## config.mk

```make
export PLATFORM = sky130hd
export DESIGN_NAME = guard_wdt
export DESIGN_NICKNAME = d
export VERILOG_FILES = /design/src/rtl/guard_wdt_pkg.sv /design/src/rtl/guard_wdt_keys.sv /design/src/rtl/guard_wdt_cfg.sv /design/src/rtl/guard_wdt_core.sv /design/src/rtl/guard_wdt.sv
export SDC_FILE = /design/constraint.sdc
export NUM_CORES = 1
export LEC_CHECK = 0
export BUFFER_PORTS_ARGS = -buffer_cell sky130_fd_sc_hd__buf_2
export CORE_MARGIN = 5
export CORE_UTILIZATION = 50
export CTS_CLUSTER_DIAMETER = 120
export DETAILED_ROUTE_END_ITERATION = 12
export PLACE_DENSITY = 0.83
export SYNTH_ARGS = -nofsm -noshare
export SYNTH_HDL_FRONTEND = slang
export SYNTH_SLANG_ARGS = --single-unit
```

## constraint.sdc

```tcl
create_clock -name clk -period 3.6 [get_ports clk]
set_input_delay 0.18 -clock clk [delete_from_list [all_inputs] [get_ports clk]]
set_output_delay 0.18 -clock clk [all_outputs]
set_load 0.05 [all_outputs]
```

## src/rtl/guard_wdt_pkg.sv

```systemverilog
package guard_wdt_pkg;

   typedef enum logic [1:0] {
      REG_KEY    = 2'd0,
      REG_DIV    = 2'd1,
      REG_RELOAD = 2'd2,
      REG_STATUS = 2'd3
   } reg_sel_e;

   // codes above the last distinct one all select the largest divider
   function automatic int shift_of(input int code, input int max_code);
      return (code > max_code) ? max_code : code;
   endfunction

endpackage

```

## src/rtl/guard_wdt_keys.sv

```systemverilog
module guard_wdt_keys #(
   parameter int                DATA_W     = 16,
   parameter logic [DATA_W-1:0] KEY_UNLOCK = 'h5555,
   parameter logic [DATA_W-1:0] KEY_START  = 'hCCCC,
   parameter logic [DATA_W-1:0] KEY_KICK   = 'hAAAA
) (
   input  logic              clk,
   input  logic              rst_n,
   input  logic              key_wr,
   input  logic [DATA_W-1:0] key_data,
   output logic              unlocked,
   output logic              running,
   output logic              kick_req
);

   logic is_unlock;
   logic is_start;
   logic is_kick;

   always_comb begin
      is_unlock = (key_data == KEY_UNLOCK);
      is_start  = (key_data == KEY_START);
      is_kick   = (key_data == KEY_KICK);
      kick_req  = key_wr && (is_start || is_kick);
   end

   always_ff @(posedge clk or negedge rst_n) begin
      if (!rst_n) begin
         unlocked <= 1'b0;
         running  <= 1'b0;
      end else if (key_wr) begin
         unlocked <= is_unlock;
         if (is_start) begin
            running <= 1'b1;
         end
      end
   end

endmodule

```

## src/rtl/guard_wdt_cfg.sv

```systemverilog
module guard_wdt_cfg #(
   parameter int           W             = 12,
   parameter logic [W-1:0] RESET_VAL     = '1,
   parameter bit           LATCH_ON_TICK = 1'b1
) (
   input  logic         clk,
   input  logic         rst_n,
   input  logic         tick,
   input  logic         wr_ok,
   input  logic [W-1:0] wr_val,
   output logic [W-1:0] shadow,
   output logic [W-1:0] active,
   output logic         busy
);

   if (LATCH_ON_TICK) begin : g_latched
      always_ff @(posedge clk or negedge rst_n) begin
         if (!rst_n) begin
            shadow <= RESET_VAL;
            active <= RESET_VAL;
            busy   <= 1'b0;
         end else begin
            if (wr_ok) begin
               shadow <= wr_val;
            end
            if (tick) begin
               active <= shadow;
            end
            if (wr_ok) begin
               busy <= 1'b1;
            end else if (tick) begin
               busy <= 1'b0;
            end
         end
      end
   end else begin : g_direct
      always_ff @(posedge clk or negedge rst_n) begin
         if (!rst_n) begin
            shadow <= RESET_VAL;
         end else if (wr_ok) begin
            shadow <= wr_val;
         end
      end
      assign active = shadow;
      assign busy   = 1'b0;
   end

endmodule

```

## src/rtl/guard_wdt_core.sv

```systemverilog
module guard_wdt_core
   import guard_wdt_pkg::*;
#(
   parameter int RL_W       = 12,
   parameter int CODE_W     = 3,
   parameter int MAX_CODE   = 6,
   parameter int BASE_SHIFT = 2
) (
   input  logic              clk,
   input  logic              rst_n,
   input  logic              tick,
   input  logic              freeze,
   input  logic              running,
   input  logic              kick_req,
   input  logic [RL_W-1:0]   load_val,
   input  logic [RL_W-1:0]   rl_act,
   input  logic [CODE_W-1:0] code_act,
   output logic              rst_req
);

   localparam int PRE_W = BASE_SHIFT + MAX_CODE;

   logic              kick_pend;
   logic [PRE_W-1:0]  pre_cnt;
   logic [PRE_W-1:0]  pre_lim;
   logic [RL_W-1:0]   cnt;
   logic              expire;

   always_comb begin
      pre_lim = PRE_W'((1 << (BASE_SHIFT + shift_of(int'(code_act), MAX_CODE))) - 1);
      expire  = (cnt < RL_W'(2));
   end

   always_ff @(posedge clk or negedge rst_n) begin
      if (!rst_n) begin
         kick_pend <= 1'b0;
         pre_cnt   <= '0;
         cnt       <= '1;
         rst_req   <= 1'b0;
      end else begin
         rst_req <= 1'b0;
         if (kick_req) begin
            kick_pend <= 1'b1;
         end else if (tick) begin
            kick_pend <= 1'b0;
         end
         if (tick) begin
            if (kick_pend) begin
               cnt     <= load_val;
               pre_cnt <= '0;
            end else if (running && !freeze) begin
               if (pre_cnt >= pre_lim) begin
                  pre_cnt <= '0;
                  if (expire) begin
                     cnt     <= rl_act;
                     rst_req <= 1'b1;
                  end else begin
                     cnt <= cnt - 1'b1;
                  end
               end else begin
                  pre_cnt <= pre_cnt + 1'b1;
               end
            end
         end
      end
   end

endmodule

```

## src/rtl/guard_wdt.sv

```systemverilog
module guard_wdt
   import guard_wdt_pkg::*;
#(
   parameter int                DATA_W        = 16,
   parameter int                CODE_W        = 3,
   parameter int                RL_W          = 12,
   parameter int                MAX_CODE      = 6,
   parameter int                BASE_SHIFT    = 2,
   parameter bit                LATCH_ON_TICK = 1'b1,
   parameter logic [DATA_W-1:0] KEY_UNLOCK    = 'h5555,
   parameter logic [DATA_W-1:0] KEY_START     = 'hCCCC,
   parameter logic [DATA_W-1:0] KEY_KICK      = 'hAAAA
) (
   input  logic              clk,
   input  logic              rst_n,
   input  logic              tick,
   input  logic              wr_en,
   input  logic [1:0]        wr_addr,
   input  logic [DATA_W-1:0] wr_data,
   input  logic [1:0]        rd_addr,
   output logic [DATA_W-1:0] rd_data,
   input  logic              dbg_halt,
   input  logic              frz_en,
   output logic              rst_req
);

   if (RL_W > DATA_W) begin : g_bad_rl
      $error("reload width exceeds data width");
   end
   if (CODE_W > DATA_W) begin : g_bad_code
      $error("code width exceeds data width");
   end
   if (MAX_CODE >= (1 << CODE_W)) begin : g_bad_max
      $error("largest distinct code does not fit the code field");
   end
   if (BASE_SHIFT + MAX_CODE > 30) begin : g_bad_div
      $error("divider range too large");
   end

   logic              unlocked;
   logic              running;
   logic              kick_req;
   logic              key_wr;
   logic              div_wr_ok;
   logic              rl_wr_ok;
   logic              freeze;
   logic [CODE_W-1:0] div_shadow;
   logic [CODE_W-1:0] div_active;
   logic              div_busy;
   logic [RL_W-1:0]   rl_shadow;
   logic [RL_W-1:0]   rl_active;
   logic              rl_busy;

   always_comb begin
      key_wr    = wr_en && (wr_addr == REG_KEY);
      div_wr_ok = wr_en && (wr_addr == REG_DIV) && unlocked;
      rl_wr_ok  = wr_en && (wr_addr == REG_RELOAD) && unlocked;
      freeze    = dbg_halt && frz_en;
   end

   guard_wdt_keys #(
      .DATA_W     (DATA_W),
      .KEY_UNLOCK (KEY_UNLOCK),
      .KEY_START  (KEY_START),
      .KEY_KICK   (KEY_KICK)
   ) i_keys (
      .clk      (clk),
      .rst_n    (rst_n),
      .key_wr   (key_wr),
      .key_data (wr_data),
      .unlocked (unlocked),
      .running  (running),
      .kick_req (kick_req)
   );

   guard_wdt_cfg #(
      .W             (CODE_W),
      .RESET_VAL     ('0),
      .LATCH_ON_TICK (LATCH_ON_TICK)
   ) i_div_cfg (
      .clk    (clk),
      .rst_n  (rst_n),
      .tick   (tick),
      .wr_ok  (div_wr_ok),
      .wr_val (wr_data[CODE_W-1:0]),
      .shadow (div_shadow),
      .active (div_active),
      .busy   (div_busy)
   );

   guard_wdt_cfg #(
      .W             (RL_W),
      .RESET_VAL     ('1),
      .LATCH_ON_TICK (LATCH_ON_TICK)
   ) i_rl_cfg (
      .clk    (clk),
      .rst_n  (rst_n),
      .tick   (tick),
      .wr_ok  (rl_wr_ok),
      .wr_val (wr_data[RL_W-1:0]),
      .shadow (rl_shadow),
      .active (rl_active),
      .busy   (rl_busy)
   );

   guard_wdt_core #(
      .RL_W       (RL_W),
      .CODE_W     (CODE_W),
      .MAX_CODE   (MAX_CODE),
      .BASE_SHIFT (BASE_SHIFT)
   ) i_core (
      .clk      (clk),
      .rst_n    (rst_n),
      .tick     (tick),
      .freeze   (freeze),
      .running  (running),
      .kick_req (kick_req),
      .load_val (rl_shadow),
      .rl_act   (rl_active),
      .code_act (div_active),
      .rst_req  (rst_req)
   );

   always_comb begin
      case (rd_addr)
         REG_DIV:    rd_data = DATA_W'(div_shadow);
         REG_RELOAD: rd_data = DATA_W'(rl_shadow);
         REG_STATUS: rd_data = DATA_W'({rl_busy, div_busy});
         default:    rd_data = '0;
      endcase
   end

endmodule

```

==> metrics list <==
- Slew @ Worst Pin: 0.883 ns
* Share of the cycle needed by the critical path after routing: a little over 80%
* HPWL after detailed placement: ~5000 um
- The net count of the finished layout is around 390.
* Die H: approximately 90 um
- In this run the critical register-to-register path is launched from i_div_cfg.active[1].
- Counting instances, the worst hold path has a depth of 2.
- Before antenna repair, the detailed router went through 4 iterations.
- Synth async-reset ratio: between 90% and 100%
- Timing analysis after detailed placement gives a worst setup slack of ~0.73 ns.
* Clock tree from TritonCTS: done
- In this run the count of I/O pins placed on the die edge is 43.
- Leading cell types by total area after synthesis: sky130_fd_sc_hd__dfstp_2, sky130_fd_sc_hd__dfrtp_1, sky130_fd_sc_hd__mux2_2, sky130_fd_sc_hd__ha_1, sky130_fd_sc_hd__nand2_1
* Combinational family with the most area after synthesis: simple AND/OR/NAND/NOR gates
- Maximum clock insertion buffer count: 2
- Number of synthesis warnings: 0
- Hold Crit Start: wr_data[8]
- Following the worst setup path forward leads to its endpoint at i_core.cnt[0].
- Fraction of the mapped netlist area in simple logic gates: ~18%
- After detailed placement, the total cell area comes to between 3000 and 4000 um^2.
- Clock tree synthesis inserted a total of 5 buffers.
- In the global route stage, overall resource usage came out at 17.2%.
- Mean Syn Cell Area: between 10 and 15 um^2
- The tool flagged a number of max-cap violations equal to 0.
* Type of the most critical hold path: input pin to flip-flop
- The clock period could shrink to 2.93 ns.
- Power spread over the standard cell area amounts to about 440 nW/um^2.
- Clock root buffer: sky130_fd_sc_hd__clkbuf_8
- The commonest cells after synthesis are sky130_fd_sc_hd__dfstp_2, sky130_fd_sc_hd__mux2_2, sky130_fd_sc_hd__nand2_1.
* Number of sinks driven by the clock tree: 56
* Maximum number of pins on one net before global-route repair: 30
* Post-synthesis cell type count: 60
* Clock slew seen by the registers of the worst setup and hold paths: around 0.090 ns
* Final setup slack of the worst path: ~0.67 ns
- Of the post-synthesis cell area, the part taken by muxes is 10.8%.
* WS Path Type: flip-flop to flip-flop
- Once the floorplan was initialized, standard cells occupied between 50% and 60% of the core.
- Static timing analysis puts the maximum clock frequency at ~340 MHz.
- Result of the run: finished clean
- Area of all placed cells without fillers: around 3600 um^2
- Cells after DPL: roughly 420
* Register bit total from synthesis: 56
- Number of violations reported at the end of detailed-routing iteration 0: 231
* Number of DRC violations after detailed routing: 0
- The later pin in the worst-skew pair is clocked with a latency of between 0.3 and 0.4 ns.
* Number of synthesized flops with an enable pin: 0
- In the final timing run, aggregate negative setup slack is 0 ns.
- Die Width: roughly 90 um
- The critical path starts at i_div_cfg.active[1].
- In this run the cell area of the synthesized design comes to about 3200 um^2.
- IR analysis of the VDD net gives a maximum drop of 313 uV.
* Count of instances resized after the clock tree is built: 0
* Routed length per placed instance: 16.3 um
- CTS built an H-tree with a depth of 2.
- Final-report setup violation count: 0
- The synthesized netlist devotes ~16% of its cell area to compound gates.
* Antenna cells: 0
* Share of the core filled with cells: 56.7%
- The number of cells on the worst reg-to-reg path is 12.
* Maximum fanout encountered on the critical timing path: 24
- The max-slew violation count is 0.
- Count of input and output buffers: 38
- Fraction of final layout cells with drive strength greater than 1: about a third
- After synthesis, flip-flops and latches occupy 44.9% of the total area.
- The worst register-to-register path has a setup slack of 0.67 ns.
* Count leader, synth: sky130_fd_sc_hd__dfstp_2
* Sort of element at the start of the critical path: flip-flop
- Most used flip-flop cell after synthesis: sky130_fd_sc_hd__dfstp_2
- Summed over its instances, the top area cell type makes up around 29% of the synthesized netlist area.
* Critical Path Sink Type: flip-flop
- For this design the static power due to leakage is ~1.6 nW.
- Post-CTS repair timing setup buffer count: 0
* Number of antenna violations at the first check in global routing: 0
- Parity-gate share of the synthesized area counting xor and xnor cells: between 1 and 1.5%
- Syn Inst Count: between 300 and 400
* Die Outline Area: ~8200 um^2
- Leaving out filler cells and counting taps, the final layout contains 426.
* Final Wtd Congestion: 0.871
* Unrepaired setup endpoints after global routing: false
* Worst flop-to-flop path endpoint: i_core.cnt[0]
- In this run the core area contains 29 standard-cell rows.
* Req. time, crit path: 3.81 ns
* Remaining antenna violation count after routing: 0
* Worst clock skew on the final layout: 0.00828 ns
- Wires add up to between 6000 and 7000 um.
- Wire length of the first global-routing pass: between 10000 and 15000 um
- Core area: 6310 um^2
- Area growth from synthesis to layout: 11.0%
* Headroom to the max-slew limit: approximately two fifths
* Via count of the first global-routing pass: ~2500
* Area share of fa/ha/maj cells after synthesis: roughly 5%
- In the routed layout, each cell is associated on average with a via count of roughly 6.
- Data arrives at the worst endpoint at 3.15 ns.
- Final Hold Vio Count: 0
* Total global routing overflow: 0
- Leading area contributor after synthesis: sky130_fd_sc_hd__dfstp_2
* Routed via count: 2549
==> metrics by stage <==
stage	hold WS, ns	total power, mW
after floorplan	-0.116	1.09
after global placement	0.232	1.17
after detailed placement	0.232	1.19
after CTS	0.128	1.59
after global routing	0.130	1.67
final	0.135	1.58
==> cells in the final DEF (no fill, tap or decap), drive strengths merged, types with 3 or more instances in the layout <==
cell and instances:
nand3 10, a31oi 6, ha 13, and3 3
clkbuf 6, nand2 25, a21o 3, o22ai 3
or3 3, dfrtp 20, a211o 3, inv 11
buf 41, conb 4, a211oi 3, and2 9
nor2 21, dfstp 36, nand4 3, a22o 5
nor4bb 8, a21oi 14, mux2 30, o21ai 17
nor2b 3, xor2 4, nor3 7
==> kinds of logic after synthesis <==
logic type / count (synthesis)
adder cells (fa/ha/maj): 13
other: 1
XOR/XNOR: 5
buffers and inverters: 27
AO/OA/AOI/OAI: 75
multiplexers: 31
AND/OR/NAND/NOR: 104
flip-flops: 56
==> how the worst min path moves through the flow <==
stage / to
3_3_place_gp: i_core.pre_cnt[1]
3_5_place_dp: i_div_cfg.busy
4_1_cts: i_rl_cfg.shadow[9]
2_1_floorplan: i_core.kick_pend
5_1_grt: i_rl_cfg.shadow[9]
6_report: i_rl_cfg.shadow[8]
==> timing repair <==
action                                  4_1_cts  5_1_grt
endpoints found under the hold margin        18        0
hold buffers                                  1        0
endpoints found under the setup margin        0        0
==> routing by layer <==
layer	up-vias	global-route usage, %	wire length (um)
met3	14	3.25	399
met1	1231	23.2	3140
met2	89	27.9	3290
li1	1215	-	-
met5	-	0	0
met4	0	5.46	112
==> flip-flops by register name, indices dropped and copies added, names as in the netlist <==
register,cells
i_rl_cfg.active,12
i_div_cfg.shadow,3
i_rl_cfg.shadow,12
i_keys.unlocked,1
i_div_cfg.active,3
i_keys.running,1
i_core.rst_req,1
i_core.cnt,12
i_core.kick_pend,1
i_rl_cfg.busy,1
i_core.pre_cnt,8
i_div_cfg.busy,1
==> critical path: stages (launching register included) <==
cell and delay, ns:
sky130_fd_sc_hd__dfrtp_1 0.41, sky130_fd_sc_hd__inv_1 0.11, sky130_fd_sc_hd__ha_1 0.33, sky130_fd_sc_hd__nor3b_1 0.27
sky130_fd_sc_hd__xnor2_1 0.15, sky130_fd_sc_hd__nor2_1 0.06, sky130_fd_sc_hd__ha_1 0.29, sky130_fd_sc_hd__o21a_1 0.18
sky130_fd_sc_hd__a211oi_1 0.38, sky130_fd_sc_hd__a21oi_1 0.12, sky130_fd_sc_hd__buf_4 0.24, sky130_fd_sc_hd__o311ai_0 0.15
sky130_fd_sc_hd__o31ai_1 0.15
==> cell type report <==
class | count | area (um^2)
Timing Repair Buffer | 42 | 223
Clock inverter | 2 | 35.0
Clock buffer | 6 | 72.6
Tap cell | 77 | 96.3
Inverter | 11 | 41.3
Fill cell | 550 | 2740
Sequential cell | 56 | 1450
Multi-Input combinational cell | 232 | 1660
==> where the power goes <==
group | switching (mW) | internal (mW)
Combinational | 0.177 | 0.151
Sequential | 0.0821 | 0.772
Clock | 0.196 | 0.207
No activity file was read; power rests on OpenSTA's default activity.
